### src/rtl/lkr_pkg.sv
// Shared types for the lockout recovery test port.
// Assumes: the state encoding is private to this block.
package lkr_pkg;

    typedef enum logic [3:0] {
        ST_TLR,     ST_RTI,
        ST_SEL_DR,  ST_CAP_DR,  ST_SHIFT_DR, ST_EXIT1_DR,
        ST_PAUSE_DR, ST_EXIT2_DR, ST_UPD_DR,
        ST_SEL_IR,  ST_CAP_IR,  ST_SHIFT_IR, ST_EXIT1_IR,
        ST_PAUSE_IR, ST_EXIT2_IR, ST_UPD_IR
    } tap_state_t;

    typedef enum logic [1:0] {
        DR_BYPASS,
        DR_IDCODE,
        DR_BOUNDARY,
        DR_DIVIDER
    } dr_sel_t;

endpackage

### src/rtl/lkr_tap_fsm.sv
// 16-state test access port sequencer.
// Does: advances on rising TCK from TMS; trst_n forces Test-Logic-Reset.
// Assumes: trst_n is synchronous to TCK and active low.
module lkr_tap_fsm
    import lkr_pkg::*;
(
    input  logic       tck,
    input  logic       trst_n,
    input  logic       tms,
    output tap_state_t state
);

    tap_state_t nxt;

    // Next-state function of the standard TAP graph.
    always_comb begin
        unique case (state)
            ST_TLR:      nxt = tms ? ST_TLR      : ST_RTI;
            ST_RTI:      nxt = tms ? ST_SEL_DR   : ST_RTI;
            ST_SEL_DR:   nxt = tms ? ST_SEL_IR   : ST_CAP_DR;
            ST_CAP_DR:   nxt = tms ? ST_EXIT1_DR : ST_SHIFT_DR;
            ST_SHIFT_DR: nxt = tms ? ST_EXIT1_DR : ST_SHIFT_DR;
            ST_EXIT1_DR: nxt = tms ? ST_UPD_DR   : ST_PAUSE_DR;
            ST_PAUSE_DR: nxt = tms ? ST_EXIT2_DR : ST_PAUSE_DR;
            ST_EXIT2_DR: nxt = tms ? ST_UPD_DR   : ST_SHIFT_DR;
            ST_UPD_DR:   nxt = tms ? ST_SEL_DR   : ST_RTI;
            ST_SEL_IR:   nxt = tms ? ST_TLR      : ST_CAP_IR;
            ST_CAP_IR:   nxt = tms ? ST_EXIT1_IR : ST_SHIFT_IR;
            ST_SHIFT_IR: nxt = tms ? ST_EXIT1_IR : ST_SHIFT_IR;
            ST_EXIT1_IR: nxt = tms ? ST_UPD_IR   : ST_PAUSE_IR;
            ST_PAUSE_IR: nxt = tms ? ST_EXIT2_IR : ST_PAUSE_IR;
            ST_EXIT2_IR: nxt = tms ? ST_UPD_IR   : ST_SHIFT_IR;
            ST_UPD_IR:   nxt = tms ? ST_SEL_DR   : ST_RTI;
            default:     nxt = ST_TLR;
        endcase
    end

    // State register with synchronous TAP reset.
    always_ff @(posedge tck) begin
        if (!trst_n) state <= ST_TLR;
        else         state <= nxt;
    end

    // the TAP reset always lands in Test-Logic-Reset.
    p_trst_to_tlr_r2: assert property (@(posedge tck)
        !trst_n |=> (state == ST_TLR));

    // from Select-IR, TMS high leads straight to Test-Logic-Reset.
    p_selir_exit_r2: assert property (@(posedge tck) disable iff (!trst_n)
        (state == ST_SEL_IR && tms) |=> (state == ST_TLR));

endmodule

### src/rtl/lkr_ir.sv
// Instruction register and data-register selection.
// Does: captures the fixed pattern, shifts, updates, and loads IDCODE
// in Test-Logic-Reset; unknown opcodes fall back to bypass.
// Assumes: IR_LEN >= 2; opcodes are distinct.
module lkr_ir
    import lkr_pkg::*;
#(
    parameter int                IR_LEN     = 4,
    parameter logic [IR_LEN-1:0] OP_EXTEST  = 4'h0,
    parameter logic [IR_LEN-1:0] OP_SAMPLE  = 4'h1,
    parameter logic [IR_LEN-1:0] OP_IDCODE  = 4'h2,
    parameter logic [IR_LEN-1:0] OP_LOCKOUT = 4'h8
) (
    input  logic       tck,
    input  logic       trst_n,
    input  tap_state_t state,
    input  logic       tdi,
    output logic       ir_lsb,
    output dr_sel_t    dr_sel
);

    localparam logic [IR_LEN-1:0] CAP_PAT = {{(IR_LEN-2){1'b0}}, 2'b01};

    logic [IR_LEN-1:0] ir_sr;
    logic [IR_LEN-1:0] ir_q;

    // Instruction shift path: capture pattern, then shift in from TDI.
    always_ff @(posedge tck) begin
        if (!trst_n)                    ir_sr <= '0;
        else if (state == ST_CAP_IR)    ir_sr <= CAP_PAT;
        else if (state == ST_SHIFT_IR)  ir_sr <= {tdi, ir_sr[IR_LEN-1:1]};
    end

    // Current instruction: IDCODE on reset, new opcode on Update-IR.
    always_ff @(posedge tck) begin
        if (!trst_n)                    ir_q <= OP_IDCODE;
        else if (state == ST_TLR)       ir_q <= OP_IDCODE;
        else if (state == ST_UPD_IR)    ir_q <= ir_sr;
    end

    // Decode the opcode into a data-register selection.
    always_comb begin
        if (ir_q == OP_IDCODE)                           dr_sel = DR_IDCODE;
        else if (ir_q == OP_EXTEST || ir_q == OP_SAMPLE) dr_sel = DR_BOUNDARY;
        else if (ir_q == OP_LOCKOUT)                     dr_sel = DR_DIVIDER;
        else                                             dr_sel = DR_BYPASS;
    end

    assign ir_lsb = ir_sr[0];

    // any cycle in Test-Logic-Reset leaves IDCODE selected.
    p_tlr_idcode_r1: assert property (@(posedge tck) disable iff (!trst_n)
        (state == ST_TLR) |=> (dr_sel == DR_IDCODE));

endmodule

### src/rtl/lkr_recovery.sv
// Divider data register, erase request and post-erase hold.
// Does: arms on divider update, requests erase only in Run-Test/Idle,
// latches completion and holds the chip until both resets are seen.
// Assumes: erase_busy/erase_done are synchronous to TCK; the hold
// registers are cleared by chip reset together with Test-Logic-Reset.
module lkr_recovery
    import lkr_pkg::*;
#(
    parameter int DIV_W = 7
) (
    input  logic             tck,
    input  logic             trst_n,
    input  logic             chip_rst_n,
    input  tap_state_t       state,
    input  logic             tdi,
    input  logic             div_sel,
    input  logic             erase_busy,
    input  logic             erase_done,
    output logic             div_lsb,
    output logic             erase_req,
    output logic [DIV_W-1:0] erase_div,
    output logic             recovery_hold
);

    logic [DIV_W-1:0] div_sr;
    logic [DIV_W-1:0] status_w;
    logic             armed;
    logic             done_st;
    logic             tlr_seen;
    logic             chip_seen;
    logic             in_tlr;
    logic             release_hold;
    logic             finish;

    assign in_tlr       = (state == ST_TLR);
    assign status_w     = {{(DIV_W-2){1'b0}}, done_st, erase_busy};
    assign erase_req    = armed && div_sel && (state == ST_RTI) && !recovery_hold;
    assign finish       = erase_req && erase_done;
    assign release_hold = (tlr_seen || in_tlr) && (chip_seen || !chip_rst_n);
    assign div_lsb      = div_sr[0];

    // Divider shift path: status on capture, TDI on shift.
    always_ff @(posedge tck) begin
        if (!trst_n)                                div_sr <= '0;
        else if (div_sel && state == ST_CAP_DR)     div_sr <= status_w;
        else if (div_sel && state == ST_SHIFT_DR)   div_sr <= {tdi, div_sr[DIV_W-1:1]};
    end

    // Divider latch and arming on Update-DR; disarm on reset or finish.
    always_ff @(posedge tck) begin
        if (!trst_n) begin
            erase_div <= '0;
            armed     <= 1'b0;
        end else if (in_tlr) begin
            armed     <= 1'b0;
        end else if (div_sel && state == ST_UPD_DR) begin
            erase_div <= div_sr;
            armed     <= 1'b1;
        end else if (finish) begin
            armed     <= 1'b0;
        end
    end

    // Post-erase hold: set on completion, released by both resets.
    always_ff @(posedge tck) begin
        if (release_hold) begin
            recovery_hold <= 1'b0;
            done_st       <= 1'b0;
            tlr_seen      <= 1'b0;
            chip_seen     <= 1'b0;
        end else if (finish) begin
            recovery_hold <= 1'b1;
            done_st       <= 1'b1;
        end else if (recovery_hold) begin
            if (in_tlr)      tlr_seen  <= 1'b1;
            if (!chip_rst_n) chip_seen <= 1'b1;
        end
    end

    // a request exists only in Run-Test/Idle under the divider opcode.
    p_req_rti_only_r7: assert property (@(posedge tck) disable iff (!trst_n)
        erase_req |-> (state == ST_RTI && div_sel));

    // the divider output moves only through a divider update.
    p_div_stable_r6: assert property (@(posedge tck) disable iff (!trst_n)
        !(div_sel && state == ST_UPD_DR) |=> $stable(erase_div));

    // completion raises the hold on the next edge.
    p_done_sets_hold_r10: assert property (@(posedge tck) disable iff (!trst_n)
        (erase_req && erase_done) |=> recovery_hold);

    // no request while the hold is up.
    p_hold_blocks_req_r10: assert property (@(posedge tck) disable iff (!trst_n)
        recovery_hold |-> !erase_req);

    // without a chip reset the hold cannot drop.
    p_hold_needs_chip_r11: assert property (@(posedge tck) disable iff (!trst_n)
        (recovery_hold && !chip_seen && chip_rst_n) |=> recovery_hold);

    // without a Test-Logic-Reset visit the hold cannot drop.
    p_hold_needs_tlr_r11: assert property (@(posedge tck) disable iff (!trst_n)
        (recovery_hold && !tlr_seen && !in_tlr) |=> recovery_hold);

    // the done flag persists for as long as the hold does.
    p_done_sticky_r9: assert property (@(posedge tck) disable iff (!trst_n)
        (done_st && recovery_hold && !release_hold) |=> done_st);

endmodule

### src/rtl/lkr_tap_top.sv
// Test access port with IDCODE, bypass, boundary and lockout recovery.
// Does: muxes the selected data register to TDO on falling TCK and
// hosts the identification, bypass and boundary registers.
// Assumes: all logic runs on TCK; resets are synchronous and active low.
module lkr_tap_top
    import lkr_pkg::*;
#(
    parameter int                IR_LEN     = 4,
    parameter int                DIV_W      = 7,
    parameter int                BSR_LEN    = 8,
    parameter logic [31:0]       ID_VALUE   = 32'h1ABC_D01D,
    parameter logic [IR_LEN-1:0] OP_EXTEST  = 4'h0,
    parameter logic [IR_LEN-1:0] OP_SAMPLE  = 4'h1,
    parameter logic [IR_LEN-1:0] OP_IDCODE  = 4'h2,
    parameter logic [IR_LEN-1:0] OP_LOCKOUT = 4'h8
) (
    input  logic               tck,
    input  logic               trst_n,
    input  logic               tms,
    input  logic               tdi,
    output logic               tdo,
    output logic               tdo_oe,
    input  logic               chip_rst_n,
    input  logic [BSR_LEN-1:0] bsr_in,
    output logic [BSR_LEN-1:0] bsr_out,
    output logic               erase_req,
    output logic [DIV_W-1:0]   erase_div,
    input  logic               erase_busy,
    input  logic               erase_done,
    output logic               recovery_hold
);

    localparam int ID_W = 32;

    tap_state_t         state;
    dr_sel_t            dr_sel;
    logic               ir_lsb;
    logic               div_lsb;
    logic               dr_lsb;
    logic               bypass_q;
    logic [ID_W-1:0]    id_sr;
    logic [BSR_LEN-1:0] bsr_sr;
    logic               in_shift_dr;
    logic               in_shift_ir;

    assign in_shift_dr = (state == ST_SHIFT_DR);
    assign in_shift_ir = (state == ST_SHIFT_IR);

    lkr_tap_fsm u_fsm (
        .tck    (tck),
        .trst_n (trst_n),
        .tms    (tms),
        .state  (state)
    );

    lkr_ir #(
        .IR_LEN     (IR_LEN),
        .OP_EXTEST  (OP_EXTEST),
        .OP_SAMPLE  (OP_SAMPLE),
        .OP_IDCODE  (OP_IDCODE),
        .OP_LOCKOUT (OP_LOCKOUT)
    ) u_ir (
        .tck    (tck),
        .trst_n (trst_n),
        .state  (state),
        .tdi    (tdi),
        .ir_lsb (ir_lsb),
        .dr_sel (dr_sel)
    );

    lkr_recovery #(
        .DIV_W (DIV_W)
    ) u_rec (
        .tck           (tck),
        .trst_n        (trst_n),
        .chip_rst_n    (chip_rst_n),
        .state         (state),
        .tdi           (tdi),
        .div_sel       (dr_sel == DR_DIVIDER),
        .erase_busy    (erase_busy),
        .erase_done    (erase_done),
        .div_lsb       (div_lsb),
        .erase_req     (erase_req),
        .erase_div     (erase_div),
        .recovery_hold (recovery_hold)
    );

    // Bypass cell: captures zero, then passes TDI through one stage.
    always_ff @(posedge tck) begin
        if (!trst_n)                                         bypass_q <= 1'b0;
        else if (dr_sel == DR_BYPASS && state == ST_CAP_DR)  bypass_q <= 1'b0;
        else if (dr_sel == DR_BYPASS && in_shift_dr)         bypass_q <= tdi;
    end

    // Identification register: loads the fixed value, then shifts.
    always_ff @(posedge tck) begin
        if (!trst_n)                                         id_sr <= '0;
        else if (dr_sel == DR_IDCODE && state == ST_CAP_DR)  id_sr <= ID_VALUE;
        else if (dr_sel == DR_IDCODE && in_shift_dr)         id_sr <= {tdi, id_sr[ID_W-1:1]};
    end

    // Boundary register: captures pins, shifts, updates the output latch.
    always_ff @(posedge tck) begin
        if (!trst_n) begin
            bsr_sr  <= '0;
            bsr_out <= '0;
        end else if (dr_sel == DR_BOUNDARY) begin
            if (state == ST_CAP_DR)     bsr_sr  <= bsr_in;
            else if (in_shift_dr)       bsr_sr  <= {tdi, bsr_sr[BSR_LEN-1:1]};
            else if (state == ST_UPD_DR) bsr_out <= bsr_sr;
        end
    end

    // Select the serial output of the active data register.
    always_comb begin
        unique case (dr_sel)
            DR_IDCODE:   dr_lsb = id_sr[0];
            DR_BOUNDARY: dr_lsb = bsr_sr[0];
            DR_DIVIDER:  dr_lsb = div_lsb;
            default:     dr_lsb = bypass_q;
        endcase
    end

    // TDO and its enable change on the falling TCK edge only.
    always_ff @(negedge tck) begin
        if (!trst_n) begin
            tdo    <= 1'b0;
            tdo_oe <= 1'b0;
        end else begin
            tdo_oe <= in_shift_dr || in_shift_ir;
            tdo    <= in_shift_ir ? ir_lsb : (in_shift_dr ? dr_lsb : 1'b0);
        end
    end

    // outside the shift states the driver is released next cycle.
    p_oe_shift_only_r12: assert property (@(negedge tck) disable iff (!trst_n)
        !(in_shift_dr || in_shift_ir) |=> !tdo_oe);

    // the boundary output latch moves only on a boundary update.
    p_bsr_update_r5: assert property (@(posedge tck) disable iff (!trst_n)
        !(dr_sel == DR_BOUNDARY && state == ST_UPD_DR) |=> $stable(bsr_out));

endmodule

### config.mk
export PLATFORM = sky130hd
export DESIGN_NAME = lkr_tap_top
export DESIGN_NICKNAME = d
export VERILOG_FILES = /design/src/rtl/lkr_pkg.sv /design/src/rtl/lkr_tap_fsm.sv /design/src/rtl/lkr_ir.sv /design/src/rtl/lkr_recovery.sv /design/src/rtl/lkr_tap_top.sv
export SDC_FILE = /design/constraint.sdc
export NUM_CORES = 1
export LEC_CHECK = 0
export BUFFER_PORTS_ARGS = -buffer_cell sky130_fd_sc_hd__buf_2
export CAP_MARGIN = 20
export CORE_MARGIN = 2
export CORE_UTILIZATION = 55
export DETAILED_ROUTE_END_ITERATION = 16
export PLACE_DENSITY = 0.74
export SYNTH_ARGS = -nofsm -noshare
export SYNTH_HDL_FRONTEND = slang
export SYNTH_HIERARCHICAL = 1
export SYNTH_SLANG_ARGS = --single-unit
### constraint.sdc
create_clock -name tck -period 6.4 [get_ports tck]
set_input_delay 0.32 -clock tck [delete_from_list [all_inputs] [get_ports tck]]
set_output_delay 0.32 -clock tck [all_outputs]
set_load 0.02 [all_outputs]
==> impl_metrics.json <==
{
  "yosysUniqueCellTypes": 59,
  "fp.dieArea_um2": 6990,
  "grt_setup_unrepaired": "no",
  "cts_sinks": 81,
  "power_density_nw_per_um2": 261,
  "fin_area_um2": 3860,
  "clock_latency_ps": 380,
  "ys_async_sr_fraction_pct": 0,
  "clockBufferDepth": 2,
  "grt_start_max_net_pins": 34,
  "dr.pass1.iters": 4,
  "dp_hpwl_mm": 4.48,
  "rows": 28,
  "netlist_instances": 404,
  "setup_viol": 0,
  "dieHeight_um": 83.6,
  "syn_area_um2": 3480,
  "hold_violations": 0,
  "num_vias": 2851,
  "layout_common_cells": "dfxtp_1 (81), nand2_1 (63), nor2_1 (52), a21oi_1 (37), buf_2 (33)",
  "overflow": 0,
  "ys_seq_area_share_pct": 46.5,
  "ant_nets": 0,
  "layout_commonest_cell": "dfxtp_1",
  "cp-end-kind": "flip-flop",
  "core_area_um2": 6030,
  "antenna_found_initial": 0,
  "synth_edf_count": 0,
  "path_class": "reg2reg",
  "clk_pin_slew_ps": 90,
  "h-tree-depth": 3,
  "critPathArrivalTime_ps": 2190,
  "synth-warning-count": 6,
  "cts_tree": "built",
  "portBuffers": 33,
  "grt_pass1_vias": 2622,
  "cts_made_buffers": 9,
  "clockRootBuffer": "clkbuf_8",
  "cp_top_family": "flip-flops",
  "maxSlewHeadroom_pct": 36.6,
  "synthToLayoutAreaGrowth_pct": 10.9,
  "via_per_inst": 5.61,
  "vdd_drop_max_uv": 151,
  "critPathBufInv": 0,
  "dp_cells": 491,
  "n_antenna_cell": 0,
  "wl_per_cell_um": 13.6,
  "start_kind": "flip-flop",
  "start_util_pct": 57.8,
  "finalSetupTns_ps": 0,
  "fp.dieW_um": 83.6,
  "hold_slack_ps": 234,
  "hp-class": "in2reg",
  "worst_pin_slew_ps": 950,
  "synth_flop_cell": "dfxtp_1",
  "drv_slew": 0,
  "finish.net_count": 443,
  "cp_cell_sequence": "nor4b_1 > nand3_1 > o21ai_0",
  "fin_util_pct": 64.1,
  "skew_ps": 39.8,
  "routabilityCongestion": 0.782,
  "p_leak_uw": 0.00140,
  "grt_first_pass_wirelength_mm": 12.0,
  "wirelength_mm": 6.90,
  "placed_area_um2": 3630,
  "post_cts_buffers": 0,
  "path_max_fanout": 28,
  "grt.total_usage_pct": 20.7,
  "fillerInstances": 526,
  "ys_ff_latch": 81,
  "ios": 34,
  "dr.first_iter.drc_count": 177,
  "drc_errors": 0,
  "synth_nets": 419,
  "timing.max_cap.violations": 0,
  "critPathRequiredTime_ps": 3500,
  "cpMaxStageDelayCell": "dfxtp_1",
  "stdcell_count": 508,
  "avgSynthCellArea_um2": 8.63,
  "status": "finished clean",
  "drive_above_1_share_pct": 16.4,
  "cts_resized": 0,
  "cp_slowest_stage_delay_ps": 920,
  "hold_buffers": 0
}
tightest hold or removal path, delay by kind of cell:
family          cells  cell delay (ps)
compound gates      1               80
simple gates        1               50
buf+inv             1              100
sequential cells by signal, summed over array words and instances (netlist names):
signal	cells
u_rec/chip_seen	1
u_rec/erase_div	7
u_rec/done_st	1
tdo_oe	1
bypass_q	1
u_fsm/state	4
u_ir/ir_q	4
u_rec/armed	1
u_ir/ir_sr	4
bsr_sr	8
bsr_out	8
u_rec/div_sr	7
u_rec/tlr_seen	1
id_sr	32
tdo	1
cell type report:
class                      count  area (µm²)  share of cell area (%)
clock buffer                  10         138                    3.56
clock inverter                 8         103                    2.66
inverter                      11        41.3                    1.07
multi-input combinational    288        1690                    43.7
sequential                    81        1620                    42.0
tap                           75        93.8                    2.43
timing repair buffer          35         180                    4.66
worst paths after layout:
kind	depth (start not counted)	to	startpoint	slack (ps)
min reg2reg	2	id_sr[30]	id_sr[31]	450
min	3	bsr_sr[3]	bsr_in[3]	230
max	3	tdo	u_fsm/state[2]	1310
max reg2reg	3	tdo	u_fsm/state[2]	1310
logic make-up after synthesis:
logic type | count (synthesis) | share of synthesized area, %
XOR/XNOR | 2 | 0.718
flip-flops | 81 | 46.5
buffers and inverters | 35 | 5.06
AND/OR/NAND/NOR | 173 | 24.1
AO/OA/AOI/OAI | 100 | 19.5
multiplexers | 13 | 4.09
per-stage QoR:
| step | power (µW) | setup WS, ps |
|---|---|---|
| global route | 1050 | 1130 |
| global placement | 594 | 1480 |
| CTS | 1020 | 1380 |
| floorplan | 580 | 1570 |
| finish | 1010 | 1310 |
| detailed placement | 595 | 1360 |
power by group:
part | switching [µW] | leakage [µW] | internal [µW] | total [µW]
registers | 15.3 | 0.000653 | 511 | 526
clock network | 191 | 0.000128 | 236 | 428
logic | 34.3 | 0.000618 | 20.7 | 54.9
cells in the mapped netlist (all sizes together) (2+ instances only):
| cell | instances | area, µm² |
|---|---|---|
| nor4 | 3 | 25.0 |
| nand3b | 2 | 15.0 |
| nand2 | 63 | 236 |
| dfxtp | 81 | 1620 |
| o211ai | 2 | 15.0 |
| a211oi | 14 | 110 |
| a31oi | 5 | 31.3 |
| a21oi | 39 | 218 |
| buf | 13 | 93.8 |
| nand3 | 21 | 105 |
| mux2i | 12 | 120 |
| clkbuf | 10 | 37.5 |
| and4bb | 2 | 28.8 |
| nand4bb | 3 | 33.8 |
| nor2 | 53 | 201 |
| or4b | 2 | 23.8 |
| nor2b | 4 | 25.0 |
| inv | 11 | 41.3 |
| o31ai | 2 | 15.0 |
| nand2b | 5 | 31.3 |
| nor3 | 6 | 30.0 |
| a211o | 2 | 17.5 |
| o21ai | 17 | 85.1 |
| a311oi | 8 | 76.3 |
routing by layer:
layer,vias to the layer above,global-route usage [%],part of all wire [%]
li1,1475,-,-
met1,1310,28.9,49
met2,57,31.3,45
met3,9,4.45,4.3
met4,0,7.92,1.3
met5,-,0,0
Note: power is estimated with default switching activity, not from simulation.
